[config.mk]
export PLATFORM = sky130hd
export DESIGN_NAME = dbnc_irq_group
export DESIGN_NICKNAME = d
export VERILOG_FILES = /design/src/rtl/dbnc_irq_group.sv
export SDC_FILE = /design/constraint.sdc
export NUM_CORES = 1
export LEC_CHECK = 0
export CAP_MARGIN = 20
export CORE_MARGIN = 4
export CORE_UTILIZATION = 50
export DETAILED_ROUTE_END_ITERATION = 10
export DONT_BUFFER_PORTS = 1
export SYNTH_ARGS = -nofsm -noshare
export SYNTH_HDL_FRONTEND = slang
export SYNTH_SLANG_ARGS = --single-unit
[constraint.sdc]
create_clock -name clk -period 5.8 [get_ports clk]
set_input_delay 0.87 -clock clk [delete_from_list [all_inputs] [get_ports clk]]
set_output_delay 0.87 -clock clk [all_outputs]
set_load 0.05 [all_outputs]
[src/rtl/dbnc_irq_group.sv]
module dbnc_irq_group #(
  parameter int CH    = 8,
  parameter int CNT_W = 12,
  parameter int AW    = 8,
  parameter int DW    = 32
) (
  input  logic          clk,
  input  logic          rst_n,
  input  logic          tick_ms,
  input  logic [AW-1:0] reg_addr,
  input  logic          reg_we,
  input  logic [DW-1:0] reg_wdata,
  output logic [DW-1:0] reg_rdata,
  input  logic [CH-1:0] pad_in,
  output logic          irq
);
  localparam logic [AW-1:0] A_LVL  = AW'('h00);
  localparam logic [AW-1:0] A_RDEN = AW'('h04);
  localparam logic [AW-1:0] A_POL  = AW'('h14);
  localparam logic [AW-1:0] A_EN   = AW'('h18);
  localparam logic [AW-1:0] A_RAW  = AW'('h1C);
  localparam logic [AW-1:0] A_MSK  = AW'('h20);
  localparam logic [AW-1:0] A_CLR  = AW'('h24);
  localparam logic [AW-1:0] A_ARM  = AW'('h28);
  localparam int            A_CTL  = 'h40;

  logic [CH-1:0] sy1, sy2, sy3;
  logic [CH-1:0] stab_q, rden_q, pol_q, en_q, raw_q, arm_q;
  logic [CH-1:0] hit, clr_m, trg_m;
  logic [DW-1:0] ctl_q [CH];

  assign clr_m = (reg_we && reg_addr == A_CLR) ? reg_wdata[CH-1:0] : '0;
  assign trg_m = (reg_we && reg_addr == A_ARM) ? reg_wdata[CH-1:0] : '0;
  assign hit   = arm_q & ~(stab_q ^ pol_q);
  assign irq   = |(raw_q & en_q);

  always_ff @(posedge clk) begin
    if (!rst_n) begin
      {sy1, sy2, sy3} <= '0;
      {rden_q, pol_q, en_q, raw_q, arm_q} <= '0;
    end else begin
      sy1   <= pad_in;
      sy2   <= sy1;
      sy3   <= sy2;
      raw_q <= (raw_q & ~clr_m) | hit;
      arm_q <= (arm_q & ~hit) | trg_m;
      if (reg_we && reg_addr == A_RDEN) rden_q <= reg_wdata[CH-1:0];
      if (reg_we && reg_addr == A_POL)  pol_q  <= reg_wdata[CH-1:0];
      if (reg_we && reg_addr == A_EN)   en_q   <= reg_wdata[CH-1:0];
    end
  end

  for (genvar n = 0; n < CH; n++) begin : g_ch
    localparam logic [AW-1:0] MY_A = AW'(A_CTL + 4 * n);
    logic [CNT_W-1:0] cnt;
    logic [CNT_W:0]   lim;
    logic             st;

    assign lim       = (ctl_q[n][CNT_W-1:0] == '0) ? (CNT_W+1)'(1) : {1'b0, ctl_q[n][CNT_W-1:0]};
    assign stab_q[n] = st;

    always_ff @(posedge clk) begin
      if (!rst_n) begin
        ctl_q[n] <= '0;
        cnt      <= '0;
        st       <= 1'b0;
      end else begin
        if (reg_we && reg_addr == MY_A) ctl_q[n] <= reg_wdata;
        if (sy2[n] != sy3[n] || sy2[n] == st) begin
          cnt <= '0;
        end else if (tick_ms) begin
          if ({1'b0, cnt} + 1'b1 >= lim) begin
            st  <= sy2[n];
            cnt <= '0;
          end else begin
            cnt <= cnt + 1'b1;
          end
        end
      end
    end
  end

  always_comb begin
    reg_rdata = '0;
    case (reg_addr)
      A_LVL:  reg_rdata[CH-1:0] = stab_q & rden_q;
      A_RDEN: reg_rdata[CH-1:0] = rden_q;
      A_POL:  reg_rdata[CH-1:0] = pol_q;
      A_EN:   reg_rdata[CH-1:0] = en_q;
      A_RAW:  reg_rdata[CH-1:0] = raw_q;
      A_MSK:  reg_rdata[CH-1:0] = raw_q & en_q;
      default: begin
        for (int k = 0; k < CH; k++)
          if (reg_addr == AW'(A_CTL + 4 * k)) reg_rdata = ctl_q[k];
      end
    endcase
  end
endmodule


==> results of run 1 <==
-- worst max-delay path, cell delays in order --
cell and delay, ns:
nor3b_1 0.40, and2_1 0.48, nand2_1 0.41, nor2_2 0.37, buf_4 0.46, o21ai_1 0.12
a22oi_1 0.17, a221o_1 0.48
-- per-stage QoR --
step	util [%]	hold slack (ns)
6_report	55.8	0.396
5_1_grt	55.8	0.379
4_1_cts	55.7	0.368
3_5_place_dp	52.4	0.424
3_3_place_gp	52.3	0.421
2_1_floorplan	-	0.412
-- layout make-up --
class,instances,area (µm²)
clock buffer,60,1260
clock inverter,29,240
fill,4079,20000
inverter,139,524
multi-input combinational,1742,10900
sequential,424,11100
tap,600,751
timing repair buffer,69,542
-- synthesized netlist by cell type (25+ instances only) --
| master | count |
|---|---|
| and2_1 | 293 |
| edfxtp_1 | 256 |
| nand2_1 | 230 |
| dfxtp_1 | 168 |
| a21oi_1 | 142 |
| inv_1 | 136 |
| nor2_1 | 134 |
| nand3_1 | 120 |
| clkbuf_1 | 106 |
| ha_1 | 104 |
| o21ai_1 | 102 |
| o21ai_0 | 71 |
| o22ai_1 | 63 |
| xnor2_1 | 57 |
| a31oi_1 | 40 |
| mux2i_1 | 37 |
| and3_1 | 35 |
| nor3_1 | 30 |
| nor4_1 | 25 |
-- cells by family after synthesis --
group / after synthesis
compound gates: 556
xor+xnor: 80
fa+ha+maj: 104
buf+inv: 276
flops: 424
mux: 41
simple gates: 961
-- worst paths after layout --
path,to,slack [ns],cells after the start
worst max-delay path,reg_rdata[31],1.14,8
worst min-delay path,sy1[3]$_SDFF_PN0_,0.40,1
worst max register to register,g_ch[4].st$_SDFFE_PN0P_,2.11,13
worst min register to register,sy2[3]$_SDFF_PN0_,0.44,1
-- power by group --
group / internal (mW) / switching [mW] / leakage, nW / total [mW]
Sequential: 3.29 / 0.0613 / 3.79 / 3.35
Combinational: 0.0834 / 0.182 / 5.01 / 0.265
Clock: 1.67 / 1.28 / 0.724 / 2.96
Total: 5.04 / 1.53 / 9.52 / 6.57
-- metal layers --
layer / GRT usage (%) / vias to the layer above
li1: - / 8642
met1: 36.0 / 8780
met2: 45.9 / 642
met3: 4.79 / 161
met4: 10.3 / 0
met5: 0 / -
==> flow_metrics.py, run 1 <==
metrics = {
    "outcome": {
        "outcome": "finished, final reports clean",
    },
    "die": {
        "start_util_pct": 50.5,
        "die_w_um": 222,
        "dieHeight_um": 222,
        "dieArea_um2": 49200,
        "coreArea_um2": 45300,
        "io_pins": 85,
        "num_rows": 78,
    },
    "final_layout": {
        "drive_gt1_share_pct": 6.98,
        "biggestRegsByFlops": "ctl_q: 256 flops, g_ch.cnt: 96 flops",
        "mostFrequentLayoutCell": "and2_1",
        "final_cell_mix": "and2_1 (293), edfxtp_1 (256), nand2_1 (230)",
        "nets": 2580,
        "area_growth_pct": 10.4,
        "regMostFlops": "ctl_q",
        "fin_area_um2": 25200,
        "antenna_cells": 0,
        "final_cells": 3063,
        "largest_reg_flops": 256,
    },
    "synthesis": {
        "synth_compound_area_share_pct": 14.6,
        "yosysTopAreaCell": "edfxtp_1",
        "synth-warning-count": 0,
        "synthFlopType": "edfxtp_1",
        "async_flop_share_pct": 0,
        "synth_edf_count": 256,
        "muxShareOfSynthArea_pct": 1.91,
        "netlist_instances": 2442,
        "ys_top_cells_by_area": "edfxtp_1 (34%), dfxtp_1 (15%), and2_1 (8.0%), ha_1 (5.7%), nand2_1 (3.8%)",
        "synthSimpleGateAreaFrac_pct": 21.8,
        "yosysSeqAreaShare_pct": 48.3,
        "synth_top_family_by_area": "simple AND/OR/NAND/NOR gates",
        "synth.cell_area_um2": 22900,
        "synth.avg_cell_area_um2": 9.37,
        "synth_nets": 2598,
        "ys_ff_latch": 424,
        "yosysTopAreaCellShare_pct": 33.6,
        "synthAdderAreaFrac_pct": 5.69,
        "yosysUniqueCellTypes": 70,
        "synth_xor_xnor_area_share_pct": 3.06,
    },
    "grt": {
        "overflow": 0,
        "grt_pass1_vias": 17680,
        "grt_max_degree": 95,
        "antenna_found_initial": 3,
        "grt_usage_pct": 27.5,
        "grt_pass1_wl_mm": 106,
    },
    "detailed_routing": {
        "wl_mm": 69.2,
        "met1_length_mm": 28.9,
        "drt_pass1_iterations": 7,
        "wl_met2_mm": 32.9,
        "ant_nets": 0,
        "vias": 18225,
        "met3WireLength_mm": 4.72,
        "highest_layer": "met4",
        "routedWlPerCell_um": 22.6,
        "vias_per_cell": 5.95,
        "first_iter_violations": 1775,
        "drc": 0,
    },
    "clock_network": {
        "post_cts_buffers": 0,
        "cts-resized-gates": 0,
        "numCtsBuffers": 48,
        "clock_path_buffers": 3,
        "htree_num_levels": 2,
        "cts_tree": "done",
        "cts-hold-fix-buffers": 0,
        "cts_num_sinks": 424,
        "insertion_delay_ns": 0.60,
        "root_buffer": "clkbuf_16",
        "clk_pin_slew_ns": 0.06,
    },
    "setup_path": {
        "cp-startpoint": "reg_addr[7]",
        "r2r-start": "g_ch[4].cnt[0]$_SDFFE_PP0P_",
        "critPathLaunchType": "input pin",
        "timing.setup.critical_path_class": "input pin to output pin",
        "cp.required_ns": 4.93,
        "worst_setup_path_end_kind": "output pin",
        "cp_max_fo": 25,
        "arrival_ns": 3.79,
    },
    "sta": {
        "slew_headroom_pct": 24.4,
        "slew_violations": 0,
        "fin_tns_setup_ns": 0,
        "worstMarginPinSlew_ns": 1.13,
        "timing.fmax_mhz": 215,
        "rsz0062_at_grt": "no",
        "finalClockSkew_ns": 0.0193,
        "fin_crit_sh_pct": 80.3,
        "setup_violations": 0,
        "setup_slack_ns": 1.14,
        "hold_violations": 0,
        "post-route-min-period_ns": 4.66,
    },
    "run": {
        "cap_violations": 0,
    },
    "power_and_ir_drop": {
        "peakVddDrop_uv": 241,
        "power.density_nw_per_um2": 260,
        "power_leakage_nw": 9.52,
        "total_power_mw": 6.57,
    },
    "placement": {
        "dp_slack_ns": 1.28,
        "placed_area_um2": 23700,
        "place_inst": 2972,
        "hpwlAfterDp_mm": 47.3,
        "portBuffers": 0,
        "finalWeightedCongestion": 0.919,
    },
    "worst_hold_path": {
        "hold_start": "pad_in[3]",
        "hp-class": "input pin to register",
    },
}
(Power assumes the default switching activity.)
==> inputs of run 2 (changes only) <==
--- a/config.mk
+++ b/config.mk
@@ -10,6 +10,7 @@
 export CORE_UTILIZATION = 50
 export DETAILED_ROUTE_END_ITERATION = 10
 export DONT_BUFFER_PORTS = 1
+export PLACE_DENSITY = 0.68
 export SYNTH_ARGS = -nofsm -noshare
 export SYNTH_HDL_FRONTEND = slang
 export SYNTH_SLANG_ARGS = --single-unit
==> constraint.sdc (replaced) <==
create_clock -name clk -period 4 [get_ports clk]
set_input_delay 0.6 -clock clk [delete_from_list [all_inputs] [get_ports clk]]
set_output_delay 0.6 -clock clk [all_outputs]
set_load 0.05 [all_outputs]
==> run 2 against run 1 <==
Compared with the run above:
- clock power is 48% higher
- global-route usage down 0.36 points
- sequential power rose by 45%
- non-clock buffer count is 24 higher
- cell area up 2.1%
- wire length is 0.63% lower
- sequential share of layout area shrank 0.89 points
- combinational power grew 53%
- critical path depth grew 6
- clock-buffer cell count stayed put
- largest cell class unchanged
- largest power group unchanged
- highest routed layer unchanged
==> flow_metrics.py, run 2 (synthesized netlist as in run 1, its figures left out) <==
metrics = {
    "final_layout": {
        "final_cells": 3086,
        "regMostFlops": "ctl_q",
        "final_cell_mix": "and2_1 (293), edfxtp_1 (256), nand2_1 (230)",
        "mostFrequentLayoutCell": "and2_1",
        "fillers": 3942,
        "drive_gt1_share_pct": 8.13,
        "largest_reg_flops": 256,
        "biggestRegsByFlops": "ctl_q: 256 flops, g_ch.cnt: 96 flops",
        "area_growth_pct": 12.7,
        "nets": 2603,
        "antenna_cells": 0,
    },
    "detailed_routing": {
        "vias": 18649,
        "drc": 0,
        "routedWlPerCell_um": 22.3,
        "wl_mm": 68.7,
        "first_iter_violations": 2058,
        "ant_nets": 0,
        "vias_per_cell": 6.04,
        "drt_pass1_iterations": 6,
    },
    "setup_path": {
        "r2r_slack_ns": 0.44,
        "critPathLaunchType": "register",
        "r2r_end": "g_ch[0].cnt[2]$_SDFFE_PP0P_",
        "cpPeakStageDelay_ns": 0.57,
        "r2r-start": "g_ch[0].cnt[0]$_SDFFE_PP0P_",
        "worst_setup_path_end_kind": "register",
        "cp_slowest_cell": "a21oi_1",
        "path_common_cell": "a21oi_1",
        "worstPathCellList": "ha_1, and3_1, and3_1, nand3_1, xnor2_1, ha_1, a21oi_1, o22ai_1, nor2_1, o21ai_1, a21oi_1, buf_4, nand4b_1, a21oi_1",
        "ff2ff_path_depth": 14,
        "arrival_ns": 4.08,
        "timing.setup.critical_path_class": "register to register",
        "cp_max_fo": 8,
        "cp.required_ns": 4.52,
    },
    "clock_network": {
        "clk_pin_slew_ns": 0.06,
        "numCtsBuffers": 47,
        "cts_num_sinks": 424,
        "post_cts_buffers": 0,
        "htree_num_levels": 2,
        "root_buffer": "clkbuf_16",
        "cts-resized-gates": 0,
        "insertion_delay_ns": 0.61,
        "cts-hold-fix-buffers": 0,
        "clock_path_buffers": 3,
        "cts_tree": "done",
    },
    "grt": {
        "overflow": 0,
        "grt_max_degree": 95,
        "grt_usage_pct": 27.1,
        "antenna_found_initial": 0,
        "grt_pass1_vias": 17881,
        "grt_pass1_wl_mm": 106,
    },
    "placement": {
        "finalWeightedCongestion": 0.999,
        "place_inst": 2998,
        "hpwlAfterDp_mm": 47.1,
        "portBuffers": 0,
    },
    "power_and_ir_drop": {
        "peakVddDrop_uv": 313,
        "power.density_nw_per_um2": 375,
        "power_leakage_nw": 9.75,
    },
    "sta": {
        "hold_violations": 0,
        "setup_violations": 0,
        "rsz0062_at_grt": "no",
        "post-route-min-period_ns": 3.56,
        "slew_violations": 0,
        "fin_crit_sh_pct": 89.0,
        "fin_tns_setup_ns": 0,
        "worstMarginPinSlew_ns": 0.902,
        "timing.hold.ws_ns": 0.131,
        "slew_headroom_pct": 39.3,
        "timing.fmax_mhz": 281,
        "finalClockSkew_ns": 0.0293,
    },
    "run": {
        "cap_violations": 0,
    },
    "die": {
        "dieArea_um2": 49200,
        "io_pins": 85,
        "coreArea_um2": 45300,
        "num_rows": 78,
        "die_w_um": 222,
        "start_util_pct": 50.5,
        "dieHeight_um": 222,
    },
    "worst_hold_path": {
        "hold_start": "reg_wdata[0]",
        "hp-class": "input pin to register",
        "min_to": "pol_q[0]$_SDFFE_PN0P_",
        "holdPathStages": 2,
    },
    "outcome": {
        "outcome": "finished, final reports clean",
    },
}
[run 2: cell count changes in the layout (fill, tap and decap cells not counted), sizes merged]
cell	before	now
buf	69	93
bufinv	3	4
clkinv	24	23
inv	139	138
[run 2: worst max path at each step]
| stage | startpoint | depth (start not counted) | slack (ns) | end |
|---|---|---|---|---|
| 2_1_floorplan | reg_addr[1] | 5 | -0.13 | ctl_q[0][32]$_SDFFCE_PN0P_ |
| 3_3_place_gp | g_ch[0].cnt[0]$_SDFFE_PP0P_ | 14 | 0.68 | g_ch[0].cnt[2]$_SDFFE_PP0P_ |
| 4_1_cts | g_ch[0].cnt[0]$_SDFFE_PP0P_ | 14 | 0.56 | g_ch[0].cnt[2]$_SDFFE_PP0P_ |
| 6_report | g_ch[0].cnt[0]$_SDFFE_PP0P_ | 14 | 0.44 | g_ch[0].cnt[2]$_SDFFE_PP0P_ |
| 5_1_grt | g_ch[5].cnt[0]$_SDFFE_PP0P_ | 14 | 0.24 | g_ch[5].cnt[2]$_SDFFE_PP0P_ |
| 3_5_place_dp | g_ch[0].cnt[0]$_SDFFE_PP0P_ | 14 | 0.60 | g_ch[0].cnt[2]$_SDFFE_PP0P_ |
[run 2: cell type report]
| class | count | area (µm²) | share of cell area, % |
|---|---|---|---|
| clock buffers | 60 | 1280 | 4.96 |
| well taps | 600 | 751 | 2.91 |
| repair buffers | 93 | 998 | 3.87 |
| flip-flops and latches | 424 | 11100 | 42.9 |
| clock inverters | 28 | 275 | 1.07 |
| inverters | 139 | 524 | 2.03 |
| multi-input cells | 1742 | 10900 | 42.3 |
[run 2: through the flow]
stage,area [µm²],utilization (%),worst slack (ns),power [mW]
after floorplan,22900,-,-0.134,5.21
after global placement,24200,53.5,0.676,5.34
after detailed placement,24200,53.5,0.596,5.35
after CTS,25800,56.9,0.562,9.71
after global routing,25800,56.9,0.241,9.96
final,25800,56.9,0.441,9.66
[run 2: worst max-delay path, delay by kind of cell (launching register included)]
family	cells	cell delay, ns
flops	1	0.42
buf+inv	1	0.27
compound gates	5	1.09
xor+xnor	1	0.28
simple gates	5	0.86
fa+ha+maj	2	0.57
[run 2: metal layers]
layer | GRT usage (%) | routed length (µm)
met1 | 36.6 | 28700
met2 | 43.7 | 31600
met3 | 5.18 | 5650
met4 | 10.3 | 2850
met5 | 0 | 0
[run 2: power by group]
part | switching, mW | internal (mW)
registers | 0.0944 | 4.77
logic | 0.270 | 0.136
clock network | 1.86 | 2.53
==> inputs of run 3 (changes only) <==
--- a/config.mk
+++ b/config.mk
@@ -11,6 +11,7 @@
 export DETAILED_ROUTE_END_ITERATION = 10
 export DONT_BUFFER_PORTS = 1
 export PLACE_DENSITY = 0.68
+export REMOVE_ABC_BUFFERS = 1
 export SYNTH_ARGS = -nofsm -noshare
 export SYNTH_HDL_FRONTEND = slang
 export SYNTH_SLANG_ARGS = --single-unit
==> run 3 against run 2 <==
Compared with the run above:
- power is essentially flat
- via count is essentially flat
- clock power is essentially flat
- final cell count about the same
- sequential cell count did not move
- critical endpoint is now reg_rdata[6]
- largest cell class unchanged
- highest routed layer unchanged
==> flow_metrics.py, run 3 (synthesized netlist as in run 1, its figures left out) <==
metrics = {
    "final_layout": {
        "fin_area_um2": 25700,
        "final_cell_mix": "and2_1 (293), edfxtp_1 (256), nand2_1 (230)",
        "regMostFlops": "ctl_q",
        "area_growth_pct": 12.3,
        "fillers": 3914,
        "mostFrequentLayoutCell": "and2_1",
        "largest_reg_flops": 256,
        "biggestRegsByFlops": "ctl_q: 256 flops, g_ch.cnt: 96 flops",
        "drive_gt1_share_pct": 7.66,
        "nets": 2599,
    },
    "clock_network": {
        "cts_tree": "done",
        "numCtsBuffers": 48,
        "insertion_delay_ns": 0.61,
        "clk_pin_slew_ns": 0.05,
        "post_cts_buffers": 0,
        "clock_path_buffers": 3,
        "cts-resized-gates": 0,
        "cts-hold-fix-buffers": 0,
        "cts_num_sinks": 424,
        "root_buffer": "clkbuf_16",
        "htree_num_levels": 2,
    },
    "grt": {
        "antenna_found_initial": 2,
        "grt_usage_pct": 26.7,
        "grt_pass1_wl_mm": 105,
        "overflow": 0,
        "grt_pass1_vias": 18410,
        "grt_max_degree": 95,
    },
    "sta": {
        "slew_violations": 0,
        "setup_violations": 0,
        "timing.fmax_mhz": 262,
        "finalClockSkew_ns": 0.0302,
        "rsz0062_at_grt": "no",
        "worstMarginPinSlew_ns": 0.889,
        "hold_violations": 0,
        "fin_crit_sh_pct": 95.4,
        "slew_headroom_pct": 40.4,
        "post-route-min-period_ns": 3.82,
        "setup_slack_ns": 0.184,
        "fin_tns_setup_ns": 0,
    },
    "setup_path": {
        "cpPeakStageDelay_ns": 0.65,
        "cp_max_fo": 31,
        "critPathLaunchType": "input pin",
        "arrival_ns": 3.22,
        "cp_slowest_cell": "nor3b_1",
        "cp.required_ns": 3.40,
        "path_delay_family": "simple AND/OR/NAND/NOR gates",
        "worstPathCellList": "nor3b_1, and2_1, nand2_1, nor2_2, buf_12, a21oi_1, o21a_1, o211ai_1, buf_4",
        "timing.setup.critical_path_class": "input pin to output pin",
        "critPathBufInv": 2,
        "worst_setup_path_end_kind": "output pin",
    },
    "die": {
        "num_rows": 78,
        "coreArea_um2": 45300,
        "io_pins": 85,
        "start_util_pct": 50.5,
        "die_w_um": 222,
        "dieArea_um2": 49200,
        "dieHeight_um": 222,
    },
    "placement": {
        "finalWeightedCongestion": 0.995,
        "hpwlAfterDp_mm": 45.5,
        "dp_slack_ns": 0.425,
        "portBuffers": 0,
        "placed_area_um2": 24100,
    },
    "detailed_routing": {
        "ant_nets": 0,
        "vias_per_cell": 6.04,
        "vias": 18635,
        "wl_mm": 67.3,
        "first_iter_violations": 2011,
        "routedWlPerCell_um": 21.8,
        "drt_pass1_iterations": 5,
        "drc": 0,
    },
    "power_and_ir_drop": {
        "seq_power_share_pct": 50.3,
        "switchingPower_mw": 2.18,
        "pwr-share-comb_pct": 4.1,
        "internal-power_mw": 7.48,
        "power_leakage_nw": 9.69,
        "power.density_nw_per_um2": 376,
        "switching_share_pct": 22.5,
        "peakVddDrop_uv": 315,
        "pwr-share-clk_pct": 45.7,
    },
    "worst_hold_path": {
        "hp-class": "input pin to register",
    },
    "run": {
        "cap_violations": 0,
    },
    "outcome": {
        "outcome": "finished, final reports clean",
    },
}
[run 3: cell types whose count changed in the layout (fill, tap and decap cells not counted), moves of 2 or more]
| cell | change |
|---|---|
| buf_12 | -4 |
| clkbuf_1 | +10 |
| diode_2 | +3 |
| clkinv_1 | -2 |
| clkinv_2 | -8 |
| clkbuf_8 | +2 |
[run 3: final cells by class]
class	count	area (µm²)	area share, %
Multi-Input combinational cell	1742	10900	42.4
Antenna cell	3	7.51	0.0292
Inverter	139	524	2.04
Clock buffer	72	1340	5.23
Timing Repair Buffer	88	911	3.55
Clock inverter	17	216	0.843
Sequential cell	424	11100	43.0
Tap cell	600	751	2.92
[run 3: metal layers]
layer	wire length, µm	track usage (%)	up-vias
met3	5750	5.43	154
li1	-	-	8698
met4	2450	9.78	0
met1	27400	35.0	9005
met2	31700	44.0	778
met5	0	0	-
[run 3: power groups by stage]
stage                     sequential, mW  combinational, mW  clock (mW)
final                               4.85              0.395        4.41
after global routing                4.86              0.427        4.65
after CTS                           4.85              0.392        4.47
after detailed placement            4.94              0.389           0
after global placement              4.94              0.380           0
after floorplan                     4.91              0.242           0
[run 3: stage by stage]
stage	std cells	power [mW]	hold WS, ns	util [%]
after floorplan	2305	5.15	0.412	-
after global placement	2993	5.32	0.416	53.3
after detailed placement	2993	5.33	0.418	53.3
after CTS	3082	9.72	0.0907	56.7
after global routing	3082	9.94	0.0991	56.7
final	3085	9.66	0.122	56.7
[run 3: path summary, 6_finish.rpt]
kind              cells past startpoint                     endpoint  slack (ns)                         from
setup / recovery                      9                 reg_rdata[6]        0.18                  reg_addr[7]
hold / removal                        1            sy1[6]$_SDFF_PN0_        0.12                    pad_in[6]
setup reg to reg                     13  g_ch[5].cnt[6]$_SDFFE_PP0P_        0.63  g_ch[5].cnt[0]$_SDFFE_PP0P_
hold reg to reg                       1            sy2[2]$_SDFF_PN0_        0.42            sy1[2]$_SDFF_PN0_
